$ cat src/rtl/gpio_irq_pkg.sv
// Package: register addresses shared by the interrupt status unit.
// Assumes a 3-bit register address space.
package gpio_irq_pkg;

    typedef enum logic [2:0] {
        REG_MODE  = 3'd0,
        REG_POL   = 3'd1,
        REG_EN    = 3'd2,
        REG_EOI   = 3'd3,
        REG_DBEN  = 3'd4,
        REG_RAW   = 3'd5,
        REG_MSK   = 3'd6,
        REG_SPARE = 3'd7
    } gpio_reg_e;

endpackage

$ cat src/rtl/gpio_pin_sync.sv
// Two-flop synchronizer for a vector of asynchronous pins.
// Assumes each pin is an independent single-bit signal (no bus coherency needed).
module gpio_pin_sync #(
    parameter int W = 8
) (
    input  logic         clk,
    input  logic         rst_n,
    input  logic [W-1:0] async_in,
    output logic [W-1:0] sync_out
);

    logic [W-1:0] meta_q;
    logic [W-1:0] stab_q;

    // Two register stages to settle metastability.
    always_ff @(posedge clk) begin
        if (!rst_n) begin
            meta_q <= '0;
            stab_q <= '0;
        end else begin
            meta_q <= async_in;
            stab_q <= meta_q;
        end
    end

    assign sync_out = stab_q;

endmodule

$ cat src/rtl/gpio_debounce.sv
// Per-pin debouncer. A shared divider produces a sample tick every DB_DIV
// cycles. A pin's filtered level moves to the input level only after the
// input has differed from it on DB_TICKS consecutive ticks.
// Assumes synchronized inputs.
module gpio_debounce #(
    parameter int W        = 8,
    parameter int DB_DIV   = 16,
    parameter int DB_TICKS = 4
) (
    input  logic         clk,
    input  logic         rst_n,
    input  logic [W-1:0] din,
    output logic [W-1:0] dout
);

    localparam int DIVW = (DB_DIV   > 1) ? $clog2(DB_DIV)   : 1;
    localparam int CNTW = (DB_TICKS > 1) ? $clog2(DB_TICKS) : 1;

    logic tick;

    generate
        if (DB_DIV > 1) begin : g_div
            logic [DIVW-1:0] div_q;
            assign tick = (div_q == DIVW'(DB_DIV - 1));
            // Free-running sample divider.
            always_ff @(posedge clk) begin
                if (!rst_n) div_q <= '0;
                else if (tick) div_q <= '0;
                else div_q <= div_q + 1'b1;
            end
        end else begin : g_nodiv
            assign tick = 1'b1;
        end
    endgenerate

    generate
        for (genvar g = 0; g < W; g++) begin : g_pin
            logic [CNTW-1:0] run_q;
            logic            lvl_q;
            // Count consecutive differing samples; adopt the new level at the limit.
            always_ff @(posedge clk) begin
                if (!rst_n) begin
                    run_q <= '0;
                    lvl_q <= 1'b0;
                end else if (tick) begin
                    if (din[g] == lvl_q) begin
                        run_q <= '0;
                    end else if (run_q == CNTW'(DB_TICKS - 1)) begin
                        lvl_q <= din[g];
                        run_q <= '0;
                    end else begin
                        run_q <= run_q + 1'b1;
                    end
                end
            end
            assign dout[g] = lvl_q;
        end
    endgenerate

endmodule

$ cat src/rtl/gpio_irq_detect.sv
// Per-pin interrupt condition detector. Level mode reports the pin compared
// with its polarity. Edge mode latches the selected transition until a clear
// strobe arrives, and a new edge wins over a clear in the same cycle.
// Assumes pin_lvl is already synchronous to clk.
module gpio_irq_detect #(
    parameter int W = 8
) (
    input  logic         clk,
    input  logic         rst_n,
    input  logic [W-1:0] pin_lvl,
    input  logic [W-1:0] edge_mode,
    input  logic [W-1:0] pol,
    input  logic [W-1:0] clr,
    output logic [W-1:0] hit,
    output logic [W-1:0] raw
);

    logic [W-1:0] prev_q;
    logic [W-1:0] latch_q;

    generate
        for (genvar g = 0; g < W; g++) begin : g_bit
            // Selected transition: rising for polarity 1, falling for polarity 0.
            assign hit[g] = pol[g] ? (pin_lvl[g] & ~prev_q[g])
                                   : (~pin_lvl[g] & prev_q[g]);
            // Raw condition: latched event in edge mode, polarity-matched level otherwise.
            assign raw[g] = edge_mode[g] ? latch_q[g] : ~(pin_lvl[g] ^ pol[g]);
        end
    endgenerate

    // Previous level for edge detection.
    always_ff @(posedge clk) begin
        if (!rst_n) prev_q <= '0;
        else prev_q <= pin_lvl;
    end

    // Edge latch: set by a hit, cleared by a strobe, held clear in level mode.
    always_ff @(posedge clk) begin
        if (!rst_n) latch_q <= '0;
        else latch_q <= edge_mode & (hit | (latch_q & ~clr));
    end

endmodule

$ cat src/rtl/gpio_irq_unit.sv
// Top of the port interrupt status unit: configuration registers, pin
// synchronizer, optional debounce per pin, detector and read multiplexer.
// Assumes DW >= NPINS and a single write per cycle.
module gpio_irq_unit
    import gpio_irq_pkg::*;
#(
    parameter int NPINS    = 8,
    parameter int DW       = 32,
    parameter int DB_DIV   = 16,
    parameter int DB_TICKS = 4
) (
    input  logic             clk,
    input  logic             rst_n,
    input  logic [NPINS-1:0] pins_in,
    input  logic             wr_en,
    input  logic [2:0]       wr_addr,
    input  logic [NPINS-1:0] wr_data,
    input  logic [2:0]       rd_addr,
    output logic [DW-1:0]    rd_data,
    output logic             irq_out
);

    logic [NPINS-1:0] mode_q;
    logic [NPINS-1:0] pol_q;
    logic [NPINS-1:0] en_q;
    logic [NPINS-1:0] dben_q;
    logic [NPINS-1:0] eoi;
    logic [NPINS-1:0] sync_pins;
    logic [NPINS-1:0] db_pins;
    logic [NPINS-1:0] eff_pins;
    logic [NPINS-1:0] hit;
    logic [NPINS-1:0] raw;
    logic [NPINS-1:0] masked;
    logic [NPINS-1:0] rd_sel;

    // Configuration register writes.
    always_ff @(posedge clk) begin
        if (!rst_n) begin
            mode_q <= '0;
            pol_q  <= '1;
            en_q   <= '0;
            dben_q <= '0;
        end else if (wr_en) begin
            case (gpio_reg_e'(wr_addr))
                REG_MODE: mode_q <= wr_data;
                REG_POL:  pol_q  <= wr_data;
                REG_EN:   en_q   <= wr_data;
                REG_DBEN: dben_q <= wr_data;
                default:  ;
            endcase
        end
    end

    // End-of-interrupt strobe lasts only for the write cycle.
    assign eoi = (wr_en && (gpio_reg_e'(wr_addr) == REG_EOI)) ? wr_data : '0;

    gpio_pin_sync #(.W(NPINS)) sync_i (
        .clk      (clk),
        .rst_n    (rst_n),
        .async_in (pins_in),
        .sync_out (sync_pins)
    );

    gpio_debounce #(.W(NPINS), .DB_DIV(DB_DIV), .DB_TICKS(DB_TICKS)) db_i (
        .clk   (clk),
        .rst_n (rst_n),
        .din   (sync_pins),
        .dout  (db_pins)
    );

    // Per-pin choice between filtered and plain synchronized level.
    assign eff_pins = (dben_q & db_pins) | (~dben_q & sync_pins);

    gpio_irq_detect #(.W(NPINS)) det_i (
        .clk       (clk),
        .rst_n     (rst_n),
        .pin_lvl   (eff_pins),
        .edge_mode (mode_q),
        .pol       (pol_q),
        .clr       (eoi),
        .hit       (hit),
        .raw       (raw)
    );

    assign masked  = raw & en_q;
    assign irq_out = |masked;

    // Register read selection.
    always_comb begin
        case (gpio_reg_e'(rd_addr))
            REG_MODE: rd_sel = mode_q;
            REG_POL:  rd_sel = pol_q;
            REG_EN:   rd_sel = en_q;
            REG_DBEN: rd_sel = dben_q;
            REG_RAW:  rd_sel = raw;
            REG_MSK:  rd_sel = masked;
            default:  rd_sel = '0;
        endcase
    end

    assign rd_data = DW'(rd_sel);

endmodule

$ cat config.mk
export PLATFORM = sky130hd
export DESIGN_NAME = gpio_irq_unit
export DESIGN_NICKNAME = d
export VERILOG_FILES = /design/src/rtl/gpio_irq_pkg.sv /design/src/rtl/gpio_pin_sync.sv /design/src/rtl/gpio_debounce.sv /design/src/rtl/gpio_irq_detect.sv /design/src/rtl/gpio_irq_unit.sv
export SDC_FILE = /design/constraint.sdc
export NUM_CORES = 1
export LEC_CHECK = 0
export BUFFER_PORTS_ARGS = -buffer_cell sky130_fd_sc_hd__buf_4
export CAP_MARGIN = 20
export CORE_UTILIZATION = 50
export CTS_BUF_LIST = sky130_fd_sc_hd__clkbuf_2 sky130_fd_sc_hd__clkbuf_4 sky130_fd_sc_hd__clkbuf_8
export CTS_CLUSTER_DIAMETER = 150
export DETAILED_ROUTE_END_ITERATION = 10
export GPL_ROUTABILITY_DRIVEN = 1
export PLACE_DENSITY = 0.74
export SLEW_MARGIN = 20
export SYNTH_ARGS = -nofsm -noshare
export SYNTH_HDL_FRONTEND = slang
export SYNTH_SLANG_ARGS = --single-unit
$ cat constraint.sdc
create_clock -name clk -period 2.6 [get_ports clk]
set_input_delay 0.52 -clock clk [delete_from_list [all_inputs] [get_ports clk]]
set_output_delay 0.52 -clock clk [all_outputs]
set_load 0.01 [all_outputs]
## After elaboration in Yosys (flattened, before gate mapping)

Cells that the tools add are included.

- Input bits: 25
- Output and inout port bits: 33
- Flip-flop bits (word level): 92
- Logic and storage cells: 177

- Eq/ne operators: 26
- Muxes and demuxes: 34
- $add $sub $neg: 9
- Bitwise logic cells: 66
- Reductions and logical operators: 17

Operators by type and width:

| cell | number |
|---|---|
| one-hot mux 8 bit (6 select lines) | 1 |
| AND 8 bit | 5 |
| NOT 1 bit | 33 |
| two-way mux 2 bit | 16 |
| AND reduction 3 bit | 8 |
| adder 2 x 1 -> 2 bit, second input constant | 8 |
| AND 1 bit | 16 |
| == test 2 bit, second input constant | 8 |
| two-way mux 1 bit | 16 |
| NOT 8 bit | 2 |
| bitwise OR 8 bit | 2 |
| == test 3 bit, second input constant | 4 |
| == test 3 x 2 -> 1 bit, second input constant | 3 |
| == test 1 bit | 8 |
| two-way mux 8 bit | 1 |
| AND reduction 2 bit | 4 |
| OR reduction 8 bit | 1 |
| bitwise XOR 1 bit | 8 |
| == test 3 x 1 -> 1 bit, second input constant | 2 |
| zero test 3 bit | 2 |
| adder 4 x 1 -> 4 bit, second input constant | 1 |
| == test 4 bit, second input constant | 1 |
| OR reduction 2 bit | 1 |
| logical AND 1 bit | 1 |

## Longest topological paths before layout

- Depth after elaboration: 8
- Depth in mapped cells: 7
- Depth with buffers taken out: 5

## By module

A second synthesis with hierarchy kept.

- Cell total of the unflattened synthesis: 507
- Area total of the unflattened synthesis: 4,712.0 um^2

By module, submodules not included:

| module | cells an instance | times used | area an instance (um^2) |
|---|---|---|---|
| gpio_irq_unit | 219 | 1 | 2,005.7 |
| gpio_debounce | 158 | 1 | 1,443.9 |
| gpio_irq_detect | 97 | 1 | 815.8 |
| gpio_pin_sync | 33 | 1 | 446.7 |

## Worst setup path after synthesis

Ideal clock, no wire load.

- Path type: input-to-output
- Start point: input port rd_addr[0]
- End point: output port rd_data[0]
- Slack: 0.645 ns
- Stages: 3
- Required time: 2.080 ns
- Data arrival time: 1.435 ns
- Cell sequence: buf_2 > nor3b_1 > a211o_1

- Longest elaborated chain between the ends: 2
- Elaborated cells between the ends (all ways): 7
- Those cells by class: eq/ne: 5; mux: 1; reduce/logical: 1

RTL lines:

| item | RTL line | source |
|---|---|---|
| start, declared | gpio_irq_unit.sv:18 | `input logic [2:0] rd_addr,` |
| == test 3 bit (tied with other cells) | gpio_irq_unit.sv:90 | `case (gpio_reg_e'(rd_addr))` |
| one-hot mux 8 bit (6 select lines) * | gpio_irq_unit.sv:90 |  |
| end, declared | gpio_irq_unit.sv:19 | `output logic [DW-1:0] rd_data,` |

Mark *: on every way between the ends. The rest lies on a longest branch, timed or not.

## Worst setup path after layout

- Start point: register dben_q[5]
- End point: output port rd_data[5]

- Longest elaborated chain between the ends: 8
- Elaborated cells between the ends (all ways): 9
- Those cells by class: mux: 2; bitwise: 7

RTL lines:

| item | RTL line | source |
|---|---|---|
| start, declared | gpio_irq_unit.sv:26 | `logic [NPINS-1:0] dben_q;` |
| start signal, assigned | gpio_irq_unit.sv:48 | `REG_DBEN: dben_q <= wr_data;` |
| NOT 8 bit | gpio_irq_unit.sv:72 | `assign eff_pins = (dben_q & db_pins) \| (~dben_q & sync_pins);` |
| AND 8 bit | gpio_irq_unit.sv:72 |  |
| bitwise OR 8 bit | gpio_irq_unit.sv:72 |  |
| bitwise XOR 1 bit | gpio_irq_detect.sv:27 | `assign raw[g] = edge_mode[g] ? latch_q[g] : ~(pin_lvl[g] ^ pol[g]);` |
| NOT 1 bit | gpio_irq_detect.sv:27 |  |
| two-way mux 1 bit | gpio_irq_detect.sv:27 |  |
| AND 8 bit | gpio_irq_unit.sv:85 | `assign masked = raw & en_q;` |
| one-hot mux 8 bit (6 select lines) * | gpio_irq_unit.sv:90 |  |

Marks and branches as above.

==> flow_summary.yaml <==
sta:
  final.min_clock_period_ps: 2510
  rsz0062_at_grt: "false"
  finalHoldViolCount: 0
  relSlewSlack_pct: 52.0
  timing.fmax_mhz: 398
  finalSetupTns_ps: 0
  layout_setup_ws_ps: 87.3
  clock_skew_ps: 9.36
  fin_crit_sh_pct: 96.6
  maxSlewViolCount: 0
  worst_pin_slew_ps: 720
  hold-worst-slack_ps: 368
  setup_violations: 0
routing:
  drt-total-wl_mm: 9.36
  first_iter_violations: 180
  firstDrtPassIters: 4
  wl_per_cell_um: 14.3
  antenna_left: 0
  dr_total_vias: 3484
  via_per_inst: 5.34
  route.detailed.drc: 0
power_and_ir_drop:
  power.total_mw: 2.78
  power.leakage_nw: 1.91
  peakVddDrop_mv: 0.341
  power.density_mw_per_mm2: 554
clocking:
  cts_setup_buffers: 0
  cts_max_level: 3
  cts_tree: "built"
  clock_latency_ps: 360
  cts.sinks: 92
  path_clk_slew_ps: 90
  cts_root_buffer: "clkbuf_8"
  cts_max_path_buffers: 2
  postCtsHoldBufs: 0
  numCtsBuffers: 9
worst_setup_path:
  r2r_end: "db_i.g_pin[7].run_q[0]"
  worstPathRequired_ps: 2080
  arrival_ps: 1990
  cp_max_fo: 4
  worst_r2r_path_depth: 6
  crit_start: "dben_q[5]"
  crit_end: "rd_data[5]"
  worstSetupPathType: "reg2out"
  r2r_start: "db_i.g_div.div_q[0]"
  critPathCaptureType: "output port"
  start_kind: "register"
  reg2reg_slack_ps: 930
floorplan:
  initial_utilization_pct: 51.6
  die_h_um: 96.6
  die_w_um: 96.6
  num_rows: 34
  ios: 58
  dieArea_sq_mm: 0.00933
  coreArea_sq_mm: 0.00868
grt:
  grt_pass1_vias: 3211
  grt_pass1_wl_mm: 14.9
  grt_overflow_total: 0
  grt.total_usage_pct: 21.4
  grt_max_degree: 93
  antenna_found_initial: 0
placement:
  post-place-ws_ps: 258
  portBuffers: 33
  place_inst: 638
  place_area_sq_mm: 0.00472
  finalWeightedCongestion: 0.912
  hpwl_mm: 6.45
synth:
  avgSynthCellArea_sq_um: 8.70
  syn-instance-count: 514
  ys_seq_elements: 92
  yosysWarnings: 0
  synth.distinct_cells: 42
  yosysSeqAreaShare_pct: 41.2
  syn_area_sq_mm: 0.00447
layout:
  final_cells: 653
  post-route-util_pct: 57.8
  layout_common_cells: "nand2_1 (95), dfxtp_1 (86), nor2b_1 (41), buf_4 (40), nand3_1 (32)"
  mostFrequentLayoutCell: "nand2_1"
  drive_above_1_share_pct: 14.9
  n_antenna_cell: 0
  post-route-cell-area_sq_mm: 0.00502
  area_delta_synth_final_pct: 12.1
  nets: 575
run:
  drv_cap: 0
outcome:
  status: "finished, final reports clean"
min_path:
  hp-class: "in2reg"
what timing repair did:
| item | in CTS | in global routing |
|---|---|---|
| endpoints found under the setup margin | 3 | 2 |
| gates cloned | 0 | 0 |
| resized for setup | 9 | 9 |
worst min-delay path by stage:
stage                           startpoint                 end  depth (start not counted)
final                           pins_in[6]    sync_i.meta_q[6]                          2
after global routing            pins_in[3]    sync_i.meta_q[3]                          2
after CTS                       pins_in[3]    sync_i.meta_q[3]                          2
after detailed placement  sync_i.meta_q[0]  sync_i.sync_out[0]                          1
after global placement    sync_i.meta_q[4]  sync_i.sync_out[4]                          1
after floorplan           sync_i.meta_q[0]  sync_i.sync_out[0]                          1
cell families (layout without fill, tap and decap cells):
family                   Yosys count  after routing  share of synthesized area, %
buffers and inverters             49             57                          6.35
adder cells (fa/ha/maj)            9              9                          2.52
AO/OA/AOI/OAI                     68             68                          11.4
AND/OR/NAND/NOR                  241            241                          26.6
XOR/XNOR                          15             15                          2.94
flip-flops                        92             92                          41.2
multiplexers                      39             39                          8.92
other                              1             24                        0.0838
final cells by class:
type	count	area (sq um)
fillers	767	3660
multi-input cells	396	2500
flip-flops and latches	92	1850
repair buffers	41	305
clock buffers	11	145
well taps	108	135
clock inverters	4	73.8
inverters	1	3.75
worst max-delay path, stage by stage, from the launching register on:
cell     delay [ps]
dfxtp_2         400
mux2i_4         310
mux2_2          390
o32ai_1         280
a21o_1          130
buf_4           110
Yosys cell counts (all sizes together):
cell type / instances / area [sq um]
mux2: 7 / 78.8
buf: 34 / 228
and3: 2 / 12.5
ha: 9 / 113
o21a: 4 / 30.0
and2: 18 / 113
a21o: 2 / 15.0
xnor2: 3 / 26.3
a21boi: 26 / 195
dfxtp: 92 / 1840
nand4: 1 / 6.26
or3: 2 / 12.5
nor3: 2 / 10.0
or3b: 1 / 8.76
nand3: 32 / 160
o211ai: 4 / 30.0
nor3b: 10 / 75.1
o32ai: 3 / 26.3
a211o: 1 / 8.76
conb: 1 / 3.75
a221oi: 9 / 85.1
clkbuf: 14 / 52.6
nor2b: 41 / 257
and2b: 2 / 16.3
nand2b: 5 / 38.8
nor4b: 1 / 8.76
nor2: 29 / 116
a22oi: 8 / 60.1
o21ai: 2 / 10.0
a31o: 1 / 8.76
o22ai: 1 / 6.26
inv: 1 / 3.75
nand2: 95 / 357
mux2i: 32 / 320
a21oi: 7 / 35.0
xor2: 12 / 105
power breakdown:
group | leakage (nW) | internal, mW | switching [mW] | total, mW
sequential | 0.750 | 1.44 | 0.0300 | 1.47
clock | 0.113 | 0.574 | 0.481 | 1.05
combinational | 1.05 | 0.120 | 0.136 | 0.257
total | 1.91 | 2.13 | 0.647 | 2.78
registers in the layout, summed over array words and instances, names as in the netlist:
signal	cells
dben_q	8
sync_i.sync_out	8
db_i.g_pin.run_q	16
det_i.prev_q	8
mode_q	8
pol_q	8
en_q	8
db_i.g_pin.lvl_q	8
det_i.latch_q	8
sync_i.meta_q	8
db_i.g_div.div_q	4
per-layer routing:
metal | track usage, % | vias up | share of wire, %
met1 | 27.0 | 1627 | 46
met4 | 8.46 | 0 | 2.0
met5 | 0 | - | 0
li1 | - | 1740 | -
met3 | 4.93 | 16 | 5.7
met2 | 35.1 | 101 | 47
(Power assumes the default switching activity.)
